--- src/rtl/hpu_pkg.sv ---
package hpu_pkg;

  localparam logic [2:0] SEL_CTRL = 3'd0;
  localparam logic [2:0] SEL_PA   = 3'd1;
  localparam logic [2:0] SEL_PB   = 3'd2;
  localparam logic [2:0] SEL_PC   = 3'd3;

  typedef enum logic [1:0] {
    PC_ALL_IN  = 2'b00,
    PC_HS_A    = 2'b01,
    PC_HS_AB   = 2'b10,
    PC_ALL_OUT = 2'b11
  } pc_mode_e;

  typedef struct packed {
    logic [1:0] tmode;
    logic       ie_b;
    logic       ie_a;
    pc_mode_e   pc_mode;
    logic       dir_b;
    logic       dir_a;
  } cmd_t;

  function automatic logic hs_owned(pc_mode_e m, int idx);
    if (idx == 0) return (m == PC_HS_A) || (m == PC_HS_AB);
    return (m == PC_HS_AB);
  endfunction

endpackage

--- src/rtl/hpu_stb_sync.sv ---
module hpu_stb_sync #(
  parameter int STAGES = 3
) (
  input  logic clk,
  input  logic rst,
  input  logic pin_n,
  output logic fall,
  output logic rise
);
  logic [STAGES-1:0] sh_q;

  always_ff @(posedge clk) begin
    if (rst) sh_q <= '1;
    else     sh_q <= {sh_q[STAGES-2:0], pin_n};
  end

  assign fall = sh_q[STAGES-1] & ~sh_q[STAGES-2];
  assign rise = ~sh_q[STAGES-1] & sh_q[STAGES-2];
endmodule

--- src/rtl/hpu_port.sv ---
module hpu_port #(
  parameter int W = 8
) (
  input  logic         clk,
  input  logic         rst,
  input  logic         is_out,
  input  logic         hs_on,
  input  logic         ie,
  input  logic         init,
  input  logic         init_intr,
  input  logic         wr_en,
  input  logic         rd_en,
  input  logic [W-1:0] wdata,
  input  logic [W-1:0] pin_in,
  input  logic         stb_fall,
  input  logic         stb_rise,
  output logic [W-1:0] out_q,
  output logic [W-1:0] rd_val,
  output logic         bf,
  output logic         intr
);
  logic [W-1:0] cap_q;

  always_ff @(posedge clk) begin
    if (rst) begin
      out_q <= '0;
      cap_q <= '0;
      bf    <= 1'b0;
      intr  <= 1'b0;
    end else begin
      if (wr_en) out_q <= wdata;
      if (init) begin
        bf   <= 1'b0;
        intr <= init_intr;
      end else if (hs_on) begin
        if (is_out) begin
          if (wr_en) begin
            bf   <= 1'b1;
            intr <= 1'b0;
          end
          if (stb_fall) bf <= 1'b0;
        end else begin
          if (rd_en) begin
            bf   <= 1'b0;
            intr <= 1'b0;
          end
          if (stb_fall) begin
            bf    <= 1'b1;
            cap_q <= pin_in;
          end
        end
        if (stb_rise && ie) intr <= 1'b1;
      end
    end
  end

  always_comb begin
    if (is_out)     rd_val = out_q;
    else if (hs_on) rd_val = cap_q;
    else            rd_val = pin_in;
  end
endmodule

--- src/rtl/handshake_port_unit.sv ---
module handshake_port_unit #(
  parameter int PW  = 8,
  parameter int CW  = 6,
  parameter int SW  = 3,
  parameter int SYN = 3
) (
  input  logic          clk,
  input  logic          rst,
  input  logic [SW-1:0] sel,
  input  logic          rd_stb,
  input  logic          wr_stb,
  input  logic [PW-1:0] wdata,
  output logic [PW-1:0] rdata,
  input  logic          timer_flag,
  input  logic [PW-1:0] pa_in,
  output logic [PW-1:0] pa_out,
  output logic [PW-1:0] pa_oe,
  input  logic [PW-1:0] pb_in,
  output logic [PW-1:0] pb_out,
  output logic [PW-1:0] pb_oe,
  input  logic [CW-1:0] pc_in,
  output logic [CW-1:0] pc_out,
  output logic [CW-1:0] pc_oe
);
  import hpu_pkg::*;

  localparam int NP   = 2;
  localparam int HS_W = CW / NP;

  cmd_t          cmd_q, cmd_new;
  logic [CW-1:0] pc_q;
  logic [PW-1:0] rdata_q;
  logic          cmd_wr;

  logic [PW-1:0] pin_in [NP];
  logic [PW-1:0] out_q  [NP];
  logic [PW-1:0] rd_val [NP];
  logic [NP-1:0] dir, dir_new, ie, hs_on, hs_new, bf, intr, stb_fall, stb_rise;

  assign cmd_new = cmd_t'(wdata[7:0]);
  assign cmd_wr  = wr_stb && (sel == SW'(SEL_CTRL));

  assign pin_in[0] = pa_in;
  assign pin_in[1] = pb_in;
  assign dir       = {cmd_q.dir_b, cmd_q.dir_a};
  assign dir_new   = {cmd_new.dir_b, cmd_new.dir_a};
  assign ie        = {cmd_q.ie_b, cmd_q.ie_a};

  always_ff @(posedge clk) begin
    if (rst) begin
      cmd_q <= '0;
      pc_q  <= '0;
    end else begin
      if (cmd_wr) cmd_q <= cmd_new;
      if (wr_stb && sel == SW'(SEL_PC)) pc_q <= wdata[CW-1:0];
    end
  end

  for (genvar g = 0; g < NP; g++) begin : g_port
    assign hs_on[g]  = hs_owned(cmd_q.pc_mode, g);
    assign hs_new[g] = hs_owned(cmd_new.pc_mode, g);

    hpu_stb_sync #(.STAGES(SYN)) u_sync (
      .clk   (clk),
      .rst   (rst),
      .pin_n (pc_in[g*HS_W+2]),
      .fall  (stb_fall[g]),
      .rise  (stb_rise[g])
    );

    hpu_port #(.W(PW)) u_port (
      .clk       (clk),
      .rst       (rst),
      .is_out    (dir[g]),
      .hs_on     (hs_on[g]),
      .ie        (ie[g]),
      .init      (cmd_wr),
      .init_intr (hs_new[g] & dir_new[g]),
      .wr_en     (wr_stb && sel == SW'(SEL_PA) + SW'(g)),
      .rd_en     (rd_stb && sel == SW'(SEL_PA) + SW'(g)),
      .wdata     (wdata),
      .pin_in    (pin_in[g]),
      .stb_fall  (stb_fall[g]),
      .stb_rise  (stb_rise[g]),
      .out_q     (out_q[g]),
      .rd_val    (rd_val[g]),
      .bf        (bf[g]),
      .intr      (intr[g])
    );
  end

  assign pa_out = out_q[0];
  assign pb_out = out_q[1];
  assign pa_oe  = {PW{dir[0]}};
  assign pb_oe  = {PW{dir[1]}};

  always_comb begin
    pc_oe  = (cmd_q.pc_mode == PC_ALL_IN) ? '0 : '1;
    pc_out = pc_q;
    for (int g = 0; g < NP; g++) begin
      if (hs_on[g]) begin
        pc_out[g*HS_W]   = intr[g];
        pc_out[g*HS_W+1] = bf[g];
        pc_oe[g*HS_W+2]  = 1'b0;
      end
    end
  end

  logic [CW-1:0] pc_view;
  logic [7:0]    status;
  assign pc_view = (pc_oe & pc_out) | (~pc_oe & pc_in);
  assign status  = {1'b0, timer_flag, cmd_q.ie_b, bf[1], intr[1],
                    cmd_q.ie_a, bf[0], intr[0]};

  always_ff @(posedge clk) begin
    if (rst) rdata_q <= '0;
    else if (rd_stb) begin
      case (sel)
        SW'(SEL_CTRL): rdata_q <= PW'(status);
        SW'(SEL_PA):   rdata_q <= rd_val[0];
        SW'(SEL_PB):   rdata_q <= rd_val[1];
        SW'(SEL_PC):   rdata_q <= PW'(pc_view);
        default:       rdata_q <= '0;
      endcase
    end
  end

  assign rdata = rdata_q;
endmodule

--- config.mk ---
export PLATFORM = sky130hd
export DESIGN_NAME = handshake_port_unit
export DESIGN_NICKNAME = d
export VERILOG_FILES = /design/src/rtl/hpu_pkg.sv /design/src/rtl/hpu_stb_sync.sv /design/src/rtl/hpu_port.sv /design/src/rtl/handshake_port_unit.sv
export SDC_FILE = /design/constraint.sdc
export NUM_CORES = 1
export LEC_CHECK = 0
export BUFFER_PORTS_ARGS = -buffer_cell sky130_fd_sc_hd__clkbuf_2
export CAP_MARGIN = 20
export CORE_UTILIZATION = 42
export CTS_BUF_LIST = sky130_fd_sc_hd__clkbuf_8
export CTS_CLUSTER_SIZE = 8
export DETAILED_ROUTE_END_ITERATION = 10
export PLACE_DENSITY = 0.76
export SLEW_MARGIN = 20
export SYNTH_ARGS = -nofsm -noshare
export SYNTH_HDL_FRONTEND = slang
export SYNTH_SLANG_ARGS = --single-unit
--- constraint.sdc ---
create_clock -name clk -period 2.4 [get_ports clk]
set_input_delay 0.24 -clock clk [delete_from_list [all_inputs] [get_ports clk]]
set_output_delay 0.24 -clock clk [all_outputs]
set_load 0.005 [all_outputs]
======== After elaboration in Yosys (flattened, before gate mapping) ========
Index checks and enable logic that the tools add are counted.
storage, ports and cells
  register bits ........................... 62
  bits in latches ......................... 0
  memory bits (writable) .................. 0
  memory bits (read-only) ................. 0
  bits of input ports ..................... 38
  output and inout port bits .............. 52
  memories kept ........................... 0
cells by class
  $add $sub $neg .......................... 0
  $mul .................................... 0
  divide/modulo/power cells ............... 0
  $lt $le $gt $ge ......................... 0
  equality and inequality tests ........... 11
  shift-type cells ........................ 0
  multiplexer cells ....................... 30
  bitwise gates (word level) .............. 17
  reductions and logical operators ........ 25
operator list
  cell                                                                     number
  8-bit 2-to-1 mux                                                         4
  8-bit one-hot mux with 4 select lines                                    1
  1-bit 2-to-1 mux                                                         22
  6-bit AND                                                                2
  3-bit AND reduction                                                      4
  1-bit logical AND                                                        8
  4-bit by 1-bit inequality test with 1-bit output, second input constant  2
  4-bit AND reduction                                                      2
  4-bit nonzero test                                                       2
  1-bit inverter                                                           7
  1-bit AND                                                                6
  3-bit by 2-bit equality test with 1-bit output, second input constant    2
  6-bit 2-to-1 mux                                                         1
  3-bit by 1-bit inequality test with 1-bit output, second input constant  2
  6-bit inverter                                                           1
  6-bit bitwise OR                                                         1
  3-bit nonzero test                                                       2
  2-bit by 1-bit equality test with 1-bit output, second input constant    2
  2-bit equality test, second input constant                               2
  2-bit 2-to-1 mux                                                         2
  2-bit nonzero test                                                       2
  3-bit by 1-bit equality test with 1-bit output, second input constant    1
  3-bit zero test                                                          1
  2-bit zero test                                                          1
  other kinds (2)                                                          3

======== Longest topological paths before layout ========
  word-level depth ........................ 7
  depth in mapped cells ................... 8
  gate-level depth less buffers ........... 6

======== Modules after synthesis ========
A second synthesis with hierarchy kept.
unflattened totals
  cell total of the unflattened synthesis .. 363
  area total of the unflattened synthesis .. 3350.7 µm²
modules (own cells, without submodules)
  module               times used  cells each  area each (µm²)  sequential area each (µm²)
  hpu_port             2           99          899.6            360.3
  handshake_port_unit  1           149         1366.3           400.4
  hpu_stb_sync         2           8           92.6             60.1

======== Worst setup path before layout ========
No wires, ideal clock.
  path type ............................... register to register
  start point ............................. reg cmd_q[3] (netlist name)
  end point ............................... reg g_port[0].u_port.cap_q[7]
  setup time .............................. 0.128 ns
  arrival ................................. 1.647 ns
  path slack .............................. 0.626 ns
  stages on the path, launching flop included .. 8
  clock period less this slack ............ 1.774 ns
  path through ............................ dfxtp_1 inv_1 ha_1 clkbuf_1 or4b_1 buf_4 mux2i_1 nor2_1
between the ends
  longest elaborated chain between the ends .. 3
ends and longest elaborated chain
  element                                                                                       line                       text
  from (decl)                                                                                   handshake_port_unit.sv:30  cmd_t cmd_q, cmd_new;
  from (signal assigned)                                                                        handshake_port_unit.sv:54  if (cmd_wr) cmd_q <= cmd_new;
  2-bit by 1-bit equality test with 1-bit output / 2-bit equality test (equally long branches)  hpu_pkg.sv:25              if (idx == 0) return (m == PC_HS_A) || (m == PC_HS_AB);
  1-bit logical OR (*)                                                                          hpu_pkg.sv:25
  4-bit AND reduction (no source line) (*)                                                      -
  to (signal assigned)                                                                          hpu_port.sv:49             cap_q <= pin_in;
  to (decl)                                                                                     hpu_port.sv:22             logic [W-1:0] cap_q;
Mark *: on every way between the ends. The rest lies on a longest branch, timed or not.
A chain may end at the register's enable or synchronous reset.

======== Worst setup path in the final report ========
  start point ............................. reg cmd_q[3] (netlist name)
  end point ............................... out pc_out[0]
between the ends
  longest elaborated chain between the ends .. 3
ends and longest elaborated chain
  element                                                                                       line                        text
  2-bit by 1-bit equality test with 1-bit output / 2-bit equality test (equally long branches)  hpu_pkg.sv:25
  1-bit logical OR (*)                                                                          hpu_pkg.sv:25
  2-bit 2-to-1 mux (*)                                                                          handshake_port_unit.sv:101  if (hs_on[g]) begin
  to (decl)                                                                                     handshake_port_unit.sv:22   output logic [CW-1:0] pc_out,
Marks and branches as above.

==> flow_metrics.tcl <==
set metrics [dict create \
    synth_xor_xnor_area_share_pct 0 \
    combPwrFrac_pct 11.4 \
    crit_path_start_kind "register" \
    wl_per_cell_um 16.1 \
    clock-sinks 62 \
    slew_headroom_pct 47.5 \
    via_per_inst 5.37 \
    internal_power_uw 1520 \
    n_fill_cell 714 \
    yosys_register_bits 62 \
    yosysTopAreaCell "dfxtp_1" \
    ir_worst_vdd_uv 308 \
    track_usage_pct 22.2 \
    first_global_vias 2805 \
    dp_hpwl_mm 6.70 \
    dr.pass1.iters 5 \
    worst_pin_slew_ps 787 \
    seqPwrFrac_pct 50.0 \
    drc 0 \
    ios 90 \
    die_h_um 90.5 \
    crit_path_end_kind "output port" \
    gp_congestion 0.921 \
    antennaDiodeCount 0 \
    h-tree-depth 3 \
    netlist_instances 399 \
    drtIter0Drc 311 \
    syn_avg_cell_area_um2 8.25 \
    grt_pass1_wl_mm 14.2 \
    holdPathEnd "g_port[1].u_sync.sh_q[0]" \
    drt-total-wl_mm 9.08 \
    holdBufCountCts 0 \
    critPathMaxFanout 14 \
    reg2reg_slack_ps 470 \
    switching_power_uw 607 \
    synth_mux_area_share_pct 12.7 \
    post-cts-setup-buffers 0 \
    r2r_cells 6 \
    area_growth_pct 16.2 \
    clock_latency_ps 340 \
    cts.repair.resized 0 \
    r2r-end "g_port[1].u_port.cap_q[5]" \
    crit_required_ps 2160 \
    synth_fa_ha_area_share_pct 3.04 \
    grt_max_degree 27 \
    crit_arrival_ps 1820 \
    syn_nets 445 \
    core_mm2 0.00741 \
    skew_ps 8.61 \
    ant_nets 0 \
    holdPathStages 2 \
    std_cell_rows 31 \
    powerDensity_mw_per_mm2 557 \
    yosys.area_share.simple_pct 20.5 \
    p_leak_uw 0.00166 \
    cts_buffers 9 \
    path_class "reg2out" \
    setup_tns_ps 0 \
    switching_share_pct 28.5 \
    r2r-start "cmd_q[2]" \
    power_frac_clock_pct 38.6 \
    fin_crit_ps 2060 \
    status "finished, final reports clean" \
    maxCapViolations 0 \
    multi_input_area_mm2 0.00173 \
    synth_cell_type_count 43 \
    antenna_found_initial 0 \
    synth_top_family_by_area "simple AND/OR/NAND/NOR gates" \
    setup_viol 0 \
    portBuffers 89 \
    cts_tree "yes" \
    hold_viol 0 \
    die_area_mm2 0.00820 \
    clk_pin_slew_worst_paths_ps 70 \
    layout-drive-gt1-share_pct 28.3 \
    yosysSeqAreaShare_pct 37.7 \
    die_w_um 90.5 \
    hold_start "pc_in[5]" \
    vias 3036 \
    synth.area.top_cells "dfxtp_1 (38%), mux2i_1 (11%), nand2_1 (8.4%)" \
    fin_nets 507 \
    synth_top_area_share_pct 37.7 \
    cts_root_buffer "clkbuf_8" \
    hold_ws_ps 99.5 \
    cts_buffer_depth 2 \
    rsz0062_at_grt "false" \
    netlist_area_mm2 0.00329 \
    yosysWarnings 0 \
    initial_core_util_pct 44.4 \
    overflow 0 \
    synth_compound_area_share_pct 16.4 \
    hold_class "in2reg" \
    maxSlewViolCount 0 \
    regArea_mm2 0.00124 \
    fmax_mhz 485 \
    period_share_pct 86.0 \
]
Yosys cell counts:
cell type,count
nand2_1,74
o211a_1,4
ha_1,8
o2bb2ai_1,1
nand3b_1,2
a2111o_1,1
a32oi_1,1
a221oi_2,1
nor4b_2,1
a21oi_1,37
a2bb2oi_1,1
or4_1,1
nand2b_1,6
a211oi_2,1
o2111ai_1,2
nand4bb_1,2
buf_4,23
nor3b_2,1
and2_1,3
nand3_1,6
o211ai_1,2
buf_6,1
nor2_1,27
buf_2,9
clkbuf_1,15
a211o_1,1
nand3_2,1
o21ai_0,25
inv_1,9
dfxtp_1,62
a22oi_1,6
a22o_1,1
o31ai_1,1
and3b_1,2
nor3_1,6
nor3b_1,2
mux2_2,6
or4b_1,2
a31oi_1,1
mux2i_1,35
nor2b_1,1
or2_2,6
a211oi_1,2
per-stage QoR:
stage	power [uW]	area, um^2	utilization, %	setup slack (ps)	std cells
3_3_place_gp	1330	3650	49.3	590	549
5_1_grt	2200	3820	51.6	234	565
2_1_floorplan	1230	3290	-	626	399
3_5_place_dp	1330	3650	49.3	522	549
6_report	2130	3820	51.6	336	565
4_1_cts	2140	3820	51.6	337	565
critical path, stage by stage, from the launching register on:
cell and delay (ps):
dfxtp_1 390, inv_1 60, ha_1 290, buf_4 250, mux2_2 380, clkbuf_2 110
layout make-up:
class / instances / share of cell area [%]
clock buffers: 9 / 3.24
inverters: 9 / 0.883
multi-input cells: 280 / 45.3
well taps: 99 / 3.24
flip-flops and latches: 62 / 32.5
repair buffers: 99 / 13.6
clock inverters: 7 / 1.31
metal layers:
layer	wire [um]	track usage (%)
met5	0	0
met4	155	8.33
met3	728	4.12
met2	4180	35.1
met1	4020	29.8
cell usage in the layout, fill, tap and decap left out, types with 3 or more instances in the layout:
cell	Yosys	layout
o211a_1	4	4
nand3_1	6	6
dfxtp_1	62	62
o21ai_0	25	25
ha_1	8	8
nor3_1	6	6
a21oi_1	37	37
clkbuf_2	0	89
and2_1	3	3
nand2b_1	6	6
nor2_1	27	27
nand2_1	74	74
a22oi_1	6	6
clkinvlp_4	0	3
clkbuf_8	0	9
buf_4	23	10
mux2_2	6	6
or2_2	6	6
inv_1	9	9
mux2i_1	35	35
how the worst max path moves through the flow:
stage	cells past startpoint	slack, ps	to	from
finish	5	340	pc_out[0]	cmd_q[3]
global route	5	230	pc_out[1]	cmd_q[2]
CTS	5	340	pc_out[0]	cmd_q[3]
detailed placement	6	520	g_port[1].u_port.cap_q[5]	cmd_q[2]
global placement	6	590	g_port[0].u_port.bf	pa_oe[0]
floorplan	7	630	g_port[0].u_port.cap_q[7]	cmd_q[3]
power by group through the flow:
stage                     clock network (uW)  logic (uW)  registers, uW
after CTS                                831         241           1060
after detailed placement                   0         239           1090
final                                    822         243           1060
after global placement                     0         237           1090
after floorplan                            0         144           1080
after global routing                     873         263           1070
cell families after synthesis:
family	after synthesis
adders and majority gates	8
AOI/OAI and AO/OA	88
DFF	62
buffers and inverters	57
and+or+nand+nor	143
muxes	41
registers in the layout, summed over array words and instances (netlist names):
signal / cells
cmd_q: 4
g_port.u_port.bf: 2
g_port.u_port.cap_q: 16
g_port.u_port.intr: 2
g_port.u_port.out_q: 16
g_port.u_sync.sh_q: 6
pa_oe: 1
pb_oe: 1
pc_q: 6
rdata: 8
(Power assumes the default switching activity.)
